### config.mk
export PLATFORM = sky130hd
export DESIGN_NAME = segxl_unit
export DESIGN_NICKNAME = d
export VERILOG_FILES = /design/src/rtl/segxl_pkg.sv /design/src/rtl/segxl_table.sv /design/src/rtl/segxl_check.sv /design/src/rtl/segxl_unit.sv
export SDC_FILE = /design/constraint.sdc
export NUM_CORES = 1
export LEC_CHECK = 0
export ABC_AREA = 1
export CAP_MARGIN = 10
export CORE_MARGIN = 2
export CORE_UTILIZATION = 35
export CTS_CLUSTER_DIAMETER = 100
export CTS_CLUSTER_SIZE = 14
export DETAILED_ROUTE_END_ITERATION = 10
export DONT_BUFFER_PORTS = 1
export SLEW_MARGIN = 20
export SYNTH_ARGS = -nofsm -noshare
export SYNTH_HDL_FRONTEND = slang
export SYNTH_HIERARCHICAL = 1
export SYNTH_SLANG_ARGS = --single-unit
### constraint.sdc
create_clock -name clk -period 6.3 [get_ports clk]
set_input_delay 0.315 -clock clk [delete_from_list [all_inputs] [get_ports clk]]
set_output_delay 0.315 -clock clk [all_outputs]
set_load 0.01 [all_outputs]
### src/rtl/segxl_pkg.sv
package segxl_pkg;
  typedef enum logic [2:0] {
    FLT_NONE    = 3'd0,
    FLT_RANGE   = 3'd1,
    FLT_ABSENT  = 3'd2,
    FLT_LENGTH  = 3'd3,
    FLT_PERM    = 3'd4
  } fault_e;

  typedef enum logic [1:0] {
    ACC_READ  = 2'd0,
    ACC_WRITE = 2'd1,
    ACC_EXEC  = 2'd2,
    ACC_RSVD  = 2'd3
  } access_e;

  localparam int PERM_R = 0;
  localparam int PERM_W = 1;
  localparam int PERM_X = 2;
endpackage

### src/rtl/segxl_table.sv
module segxl_table #(
  parameter int SEG_W = 3,
  parameter int OFF_W = 12,
  parameter int PA_W  = 16
) (
  input  logic             clk,
  input  logic             rst_n,
  input  logic             ent_we,
  input  logic [SEG_W-1:0] wr_idx,
  input  logic [PA_W-1:0]  wr_base,
  input  logic [OFF_W:0]   wr_limit,
  input  logic             wr_present,
  input  logic [2:0]       wr_perm,
  input  logic             cnt_we,
  input  logic [SEG_W:0]   wr_cnt,
  input  logic [SEG_W-1:0] rd_idx,
  output logic [PA_W-1:0]  rd_base,
  output logic [OFF_W:0]   rd_limit,
  output logic             rd_present,
  output logic [2:0]       rd_perm,
  output logic [SEG_W:0]   seg_cnt
);
  localparam int NSEG = 1 << SEG_W;

  logic [PA_W-1:0] base_q    [NSEG];
  logic [OFF_W:0]  limit_q   [NSEG];
  logic            present_q [NSEG];
  logic [2:0]      perm_q    [NSEG];
  logic [SEG_W:0]  cnt_q;

  for (genvar g = 0; g < NSEG; g++) begin : g_ent
    logic ent_en;
    assign ent_en = ent_we && (wr_idx == SEG_W'(g));
    always_ff @(posedge clk or negedge rst_n) begin
      if (!rst_n) begin
        base_q[g]    <= '0;
        limit_q[g]   <= '0;
        present_q[g] <= 1'b0;
        perm_q[g]    <= '0;
      end else if (ent_en) begin
        base_q[g]    <= wr_base;
        limit_q[g]   <= wr_limit;
        present_q[g] <= wr_present;
        perm_q[g]    <= wr_perm;
      end
    end
  end

  always_ff @(posedge clk or negedge rst_n) begin
    if (!rst_n)      cnt_q <= '0;
    else if (cnt_we) cnt_q <= wr_cnt;
  end

  assign rd_base    = base_q[rd_idx];
  assign rd_limit   = limit_q[rd_idx];
  assign rd_present = present_q[rd_idx];
  assign rd_perm    = perm_q[rd_idx];
  assign seg_cnt    = cnt_q;
endmodule

### src/rtl/segxl_check.sv
module segxl_check
  import segxl_pkg::*;
#(
  parameter int SEG_W = 3,
  parameter int OFF_W = 12,
  parameter int PA_W  = 16
) (
  input  logic [SEG_W-1:0] seg,
  input  logic [OFF_W-1:0] off,
  input  logic [1:0]       acc,
  input  logic [SEG_W:0]   seg_cnt,
  input  logic [PA_W-1:0]  base,
  input  logic [OFF_W:0]   limit,
  input  logic             present,
  input  logic [2:0]       perm,
  output fault_e           fault,
  output logic [PA_W-1:0]  paddr
);
  logic perm_ok;

  always_comb begin
    unique case (access_e'(acc))
      ACC_READ:  perm_ok = perm[PERM_R];
      ACC_WRITE: perm_ok = perm[PERM_W];
      ACC_EXEC:  perm_ok = perm[PERM_X];
      default:   perm_ok = 1'b0;
    endcase
  end

  always_comb begin
    if ({1'b0, seg} >= seg_cnt)     fault = FLT_RANGE;
    else if (!present)              fault = FLT_ABSENT;
    else if ({1'b0, off} >= limit)  fault = FLT_LENGTH;
    else if (!perm_ok)              fault = FLT_PERM;
    else                            fault = FLT_NONE;
  end

  assign paddr = (fault == FLT_NONE) ? base + {{(PA_W-OFF_W){1'b0}}, off} : '0;
endmodule

### src/rtl/segxl_unit.sv
module segxl_unit
  import segxl_pkg::*;
#(
  parameter int SEG_W = 3,
  parameter int OFF_W = 12,
  parameter int PA_W  = 16
) (
  input  logic             clk,
  input  logic             rst_n,
  input  logic             cfg_ent_we,
  input  logic [SEG_W-1:0] cfg_idx,
  input  logic [PA_W-1:0]  cfg_base,
  input  logic [OFF_W:0]   cfg_limit,
  input  logic             cfg_present,
  input  logic [2:0]       cfg_perm,
  input  logic             cfg_cnt_we,
  input  logic [SEG_W:0]   cfg_cnt,
  input  logic             req_valid,
  output logic             req_ready,
  input  logic [SEG_W-1:0] req_seg,
  input  logic [OFF_W-1:0] req_off,
  input  logic [1:0]       req_acc,
  output logic             rsp_valid,
  input  logic             rsp_ready,
  output logic [2:0]       rsp_fault,
  output logic [PA_W-1:0]  rsp_paddr
);
  logic [PA_W-1:0] ent_base;
  logic [OFF_W:0]  ent_limit;
  logic            ent_present;
  logic [2:0]      ent_perm;
  logic [SEG_W:0]  seg_cnt;
  fault_e          chk_fault;
  logic [PA_W-1:0] chk_paddr;

  logic            accept;
  logic            vld_d, vld_q;
  logic [2:0]      fault_d, fault_q;
  logic [PA_W-1:0] paddr_d, paddr_q;

  segxl_table #(.SEG_W(SEG_W), .OFF_W(OFF_W), .PA_W(PA_W)) table_i (
    .clk(clk), .rst_n(rst_n),
    .ent_we(cfg_ent_we), .wr_idx(cfg_idx), .wr_base(cfg_base),
    .wr_limit(cfg_limit), .wr_present(cfg_present), .wr_perm(cfg_perm),
    .cnt_we(cfg_cnt_we), .wr_cnt(cfg_cnt),
    .rd_idx(req_seg), .rd_base(ent_base), .rd_limit(ent_limit),
    .rd_present(ent_present), .rd_perm(ent_perm), .seg_cnt(seg_cnt)
  );

  segxl_check #(.SEG_W(SEG_W), .OFF_W(OFF_W), .PA_W(PA_W)) check_i (
    .seg(req_seg), .off(req_off), .acc(req_acc), .seg_cnt(seg_cnt),
    .base(ent_base), .limit(ent_limit), .present(ent_present),
    .perm(ent_perm), .fault(chk_fault), .paddr(chk_paddr)
  );

  assign req_ready = !vld_q || rsp_ready;
  assign accept    = req_valid && req_ready;

  always_comb begin
    vld_d   = vld_q;
    fault_d = fault_q;
    paddr_d = paddr_q;
    if (accept) begin
      vld_d   = 1'b1;
      fault_d = chk_fault;
      paddr_d = chk_paddr;
    end else if (rsp_ready) begin
      vld_d   = 1'b0;
    end
  end

  always_ff @(posedge clk or negedge rst_n) begin
    if (!rst_n) begin
      vld_q   <= 1'b0;
      fault_q <= '0;
      paddr_q <= '0;
    end else begin
      vld_q <= vld_d;
      if (accept) begin
        fault_q <= fault_d;
        paddr_q <= paddr_d;
      end
    end
  end

  assign rsp_valid = vld_q;
  assign rsp_fault = fault_q;
  assign rsp_paddr = paddr_q;
endmodule

==> impl_summary.txt <==
----------------------------------------------------
[Run status]
  Outcome ... complete, but fails checks
  Violated checks ... hold timing

[Floorplan]
  Number of core rows ... 77
  Core Footprint ... approximately 44,000 sq um
  DIE HEIGHT ... ~220 microns
  Initial cell density of the core ... around 35%
  Die outline width ... approximately 220 microns
  Boundary Pins ... 84
  Floorplan die area ... around 46,000 sq um

[Synthesis]
  Count of synthesis-stage warnings from yosys ... 6
  Synthesized net count ... between 2,000 and 2,500
  Proportion of synthesized chip area in sequential cells ... between 40% and 50%
  Distinct cell type count of the synthesized netlist ... 32
  Syn_area_per_cell ... approximately 7.3 sq um
  Netlist Area Pre-Place ... roughly 16,000 sq um
  Flops & latches, synth ... approximately 290
  Synthesized netlist cell count ... ~2,100

[Cells and area]
  Number of nets in the final layout ... approximately 2,200
  Final core utilization ... a little under two fifths
  Layout fillers ... ~4,700
  Post-synthesis to final-layout area growth ... 7.15%
  Area of the multi-input gates ... about 6300 sq um
  FF+latch area ... around 7200 sq um
  Layout cells sized above 1 ... under 10%

[Pwr]
  Power after layout ... between 4000 and 5000 uW
  Share of total power in sequential cells ... 50.1%
  Combinational cell fraction of total power ... 21.4%
  Switching power as a share of total power ... 30.5%
  Power share of the clock group ... 28.5%
  Power density relative to cell area ... between 200 and 300 nW/um^2
  Maximum ir drop on the vdd rail ... 0.191 mV
  Static Leak ... roughly 0.0090 uW
  NetSw ... 1430 uW
  Internal power ... around 3300 uW

[CTS]
  TritonCTS clock tree ... done
  Resized cells post-CTS ... 0
  Number of buffers inserted by hold repair at cts ... 42
  Setup fix buffers added after clock tree synthesis ... 0
  Num CTS Buffers ... 24
  H-tree depth ... 1
  Clock slew seen by the registers of the worst setup and hold paths ... ~0.060 ns
  Insertion delay of the later-clocked pin in the worst-skew pair ... between 0.5 and 0.6 ns
  Clk root buf ... sky130_fd_sc_hd__clkbuf_16
  Max Buffers Root-to-Sink ... 3
  TritonCTS sink count ... between 200 and 300

[STA]
  Min Clock Period, post-route ... between 2 and 3 ns
  Achievable Freq ... 0.353 GHz
  Slew @ Worst Pin ... 0.981 ns
  Final Hold Violating Endpoints ... 288
  Least setup slack across all paths after layout ... about 3.5 ns
  Final count of pins violating max slew ... 0
  Finish-stage setup viols ... 0
  Unrepaired setup endpoints after global routing ... false
  Layout Skew ... 0.0121 ns
  Period utilization ... between 40% and 50%
  Final-layout setup total negative slack ... 0 ns
  Worst slew margin relative to its limit ... between 30% and 40%
  Worst hold slack across all endpoints ... -0.521 ns

[Global routing]
  Overflow left after global routing ... 0
  Global-route wire length before repair ... slightly below 70,000 microns
  Pin count of the biggest net entering global routing ... roughly 290
  Total track usage ... a little under a fifth
  Vias in the first global route ... 12,300
  Initial antenna violation count ... 0

[Route]
  Initial DRC Count ... 1,017
  Remaining DRCs ... 0
  Mean number of vias per cell ... approximately 4.7
  Mean routed wirelength per cell ... 15.4 microns
  Overall routed net length ... approximately 41,000 microns
  Antenna-violating nets left ... 0
  First-pass iteration count of the detailed router ... 5
  Via count of the routed design ... 12,800

[Worst setup path]
  Worst setup path startpoint ... req_seg[0]
  Reg2reg path depth ... 19
  Worst setup EP type ... flip-flop
  Stage delay of the slowest cell on the critical path ... between 0.4 and 0.5 ns
  Cell type with the highest occurrence count on the critical path ... sky130_fd_sc_hd__nand2_1
  Worst Setup Start Kind ... primary input
  Largest delay share family, worst path ... simple AND/OR/NAND/NOR gates
  Capturing element of the worst setup path ... rsp_paddr[4]$_DFFE_PN0P_
  Kind of critical path ... in -> reg
  R2R Path End ... rsp_paddr[4]$_DFFE_PN0P_
  Origin of the critical flop-to-flop path ... table_i/limit_q[2]$_DFFE_PN0P_
  Peak fanout along the critical path ... 134
  Worst-case register-to-register setup slack ... roughly 3.9 ns
  Cell-by-cell listing of the critical path ... clkinv_2, buf_12, nand2_1, nand3_1, nand2_1, nand2_1, nand2_1, inv_1, ha_1, nand2_1, inv_1, nand2_2, nor2_1, nand2_1, nand2_1, nor2_4, nand4_4, nor2_1, nand3_1, nand2_1
  Crit path DAT ... approximately 3.3 ns
  Required time of the critical path ... approximately 6.8 ns
  Slowest library cell on the worst path ... sky130_fd_sc_hd__clkinv_2
  Worst path buffer plus inverter count ... 4
  Count of cell instances traversed by the critical path ... 20

[Worst hold path]
  Hold/Removal Path Class ... in -> async

[Placed design]
  Half-perimeter wire length after placement ... 23,600 microns
  Worst slack at placement ... a little under 3 ns
  RePlAce Congestion ... ~0.85
  Number of buffers inserted by port buffering ... 0

[Job]
  Max-cap violations ... 0

----------------------------------------------------
[layout by cell type, fill, tap and decap left out, types with 2 or more instances in the layout]
master / netlist / routed
sky130_fd_sc_hd__a21oi_1: 13 / 13
sky130_fd_sc_hd__buf_4: 14 / 6
sky130_fd_sc_hd__clkbuf_16: 0 / 24
sky130_fd_sc_hd__clkinv_2: 0 / 2
sky130_fd_sc_hd__dfrtp_1: 288 / 288
sky130_fd_sc_hd__dlygate4sd3_1: 0 / 42
sky130_fd_sc_hd__ha_1: 27 / 27
sky130_fd_sc_hd__inv_1: 360 / 358
sky130_fd_sc_hd__inv_2: 3 / 2
sky130_fd_sc_hd__mux2_2: 4 / 4
sky130_fd_sc_hd__nand2_1: 838 / 832
sky130_fd_sc_hd__nand2_2: 2 / 5
sky130_fd_sc_hd__nand2_4: 0 / 3
sky130_fd_sc_hd__nand3_1: 159 / 158
sky130_fd_sc_hd__nand3b_1: 8 / 8
sky130_fd_sc_hd__nand4_1: 2 / 2
sky130_fd_sc_hd__nor2_1: 26 / 26
sky130_fd_sc_hd__nor2_2: 10 / 10
sky130_fd_sc_hd__nor2_4: 4 / 4
sky130_fd_sc_hd__nor3_1: 4 / 4
sky130_fd_sc_hd__o21ai_0: 111 / 111
sky130_fd_sc_hd__o21ai_1: 127 / 127
sky130_fd_sc_hd__o21ai_2: 26 / 26
sky130_fd_sc_hd__xnor2_1: 6 / 6
[how the worst min path moves through the flow]
stage,slack [ns],start,depth (start not counted),to
2_1_floorplan,0.02,rst_n,0,rsp_fault[0]$_DFFE_PN0P_
3_3_place_gp,0.04,rst_n,0,table_i/base_q[17]$_DFFE_PN0P_
3_5_place_dp,0.04,rst_n,0,table_i/base_q[49]$_DFFE_PN0P_
4_1_cts,-0.54,rst_n,0,table_i/limit_q[8]$_DFFE_PN0P_
5_1_grt,-0.55,rst_n,0,table_i/base_q[49]$_DFFE_PN0P_
6_report,-0.52,rst_n,0,table_i/base_q[33]$_DFFE_PN0P_
[cell type report]
type                       count  share of cell area (%)
antenna                        1                  0.0150
clock buffer                  24                    3.59
clock inverter                 2                   0.150
inverter                     363                    8.16
multi-input combinational   1375                    37.7
sequential                   288                    43.1
tap                          592                    4.43
timing repair buffer          49                    2.90
[metrics by stage]
| step | std cells | area, sq um |
|---|---|---|
| finish | 2694 | 16700 |
| global route | 2693 | 16700 |
| CTS | 2693 | 16700 |
| detailed placement | 2625 | 15700 |
| global placement | 2625 | 15700 |
| floorplan | 2139 | 15600 |
[routing by layer]
layer / GRT usage, % / wire [microns] / vias up
met5: 0 / 0 / -
met4: 3.43 / 596 / 0
met3: 3.52 / 2390 / 46
met2: 29.7 / 18700 / 279
met1: 25.3 / 19700 / 6029
li1: - / - / 6418
[cell usage after synthesis]
library cell | n | share of area (%)
sky130_fd_sc_hd__nand3b_1 | 8 | 0.38
sky130_fd_sc_hd__inv_2 | 3 | 0.072
sky130_fd_sc_hd__o21ai_0 | 111 | 3.6
sky130_fd_sc_hd__nand3_1 | 159 | 5.1
sky130_fd_sc_hd__inv_1 | 360 | 8.7
sky130_fd_sc_hd__fa_1 | 1 | 0.13
sky130_fd_sc_hd__o21ai_1 | 127 | 4.1
sky130_fd_sc_hd__a21oi_1 | 13 | 0.42
sky130_fd_sc_hd__buf_1 | 4 | 0.096
sky130_fd_sc_hd__nand3_2 | 1 | 0.064
sky130_fd_sc_hd__nor3_1 | 4 | 0.13
sky130_fd_sc_hd__nand4_4 | 1 | 0.14
sky130_fd_sc_hd__nor3b_1 | 1 | 0.048
sky130_fd_sc_hd__nand2_1 | 838 | 20
sky130_fd_sc_hd__dfrtp_1 | 288 | 46
sky130_fd_sc_hd__buf_2 | 33 | 1.1
sky130_fd_sc_hd__buf_4 | 14 | 0.67
sky130_fd_sc_hd__nand4_1 | 2 | 0.080
sky130_fd_sc_hd__clkbuf_1 | 26 | 0.62
sky130_fd_sc_hd__nor3_2 | 1 | 0.064
sky130_fd_sc_hd__a31oi_1 | 1 | 0.040
sky130_fd_sc_hd__o21ai_2 | 26 | 1.5
sky130_fd_sc_hd__nor2_4 | 4 | 0.29
sky130_fd_sc_hd__nor2_1 | 26 | 0.62
sky130_fd_sc_hd__xnor2_1 | 6 | 0.34
sky130_fd_sc_hd__o21a_1 | 1 | 0.048
sky130_fd_sc_hd__xor2_1 | 1 | 0.056
sky130_fd_sc_hd__ha_1 | 27 | 2.2
sky130_fd_sc_hd__buf_6 | 36 | 2.6
sky130_fd_sc_hd__nand2_2 | 2 | 0.080
sky130_fd_sc_hd__mux2_2 | 4 | 0.29
sky130_fd_sc_hd__nor2_2 | 10 | 0.40
[power groups by stage]
stage / logic, uW / registers (uW) / clock network (uW)
global route: 1180 / 2390 / 1450
floorplan: 830 / 2340 / 0
detailed placement: 974 / 2380 / 0
finish: 1000 / 2350 / 1340
global placement: 956 / 2370 / 0
CTS: 1010 / 2350 / 1390
[registers in the layout, indices dropped and copies added, names as in the netlist]
signal and flops:
rsp_fault 3, table_i/seg_cnt 4, table_i/present_q 8, rsp_valid 1, table_i/limit_q 104, table_i/base_q 128, table_i/perm_q 24, rsp_paddr 16
[cells by family (layout without fill, tap and decap cells)]
family          count (synthesis)  count (layout)  synth area share, %
xor+xnor                        7               7                0.393
buf+inv                       476             438                 13.8
simple gates                 1057            1057                 27.5
mux                             4               4                0.288
compound gates                279             279                 9.59
other cells                     0               1                    0
flops                         288             288                 46.1
fa+ha+maj                      28              28                 2.29
Note: power is estimated with default switching activity, not from simulation.
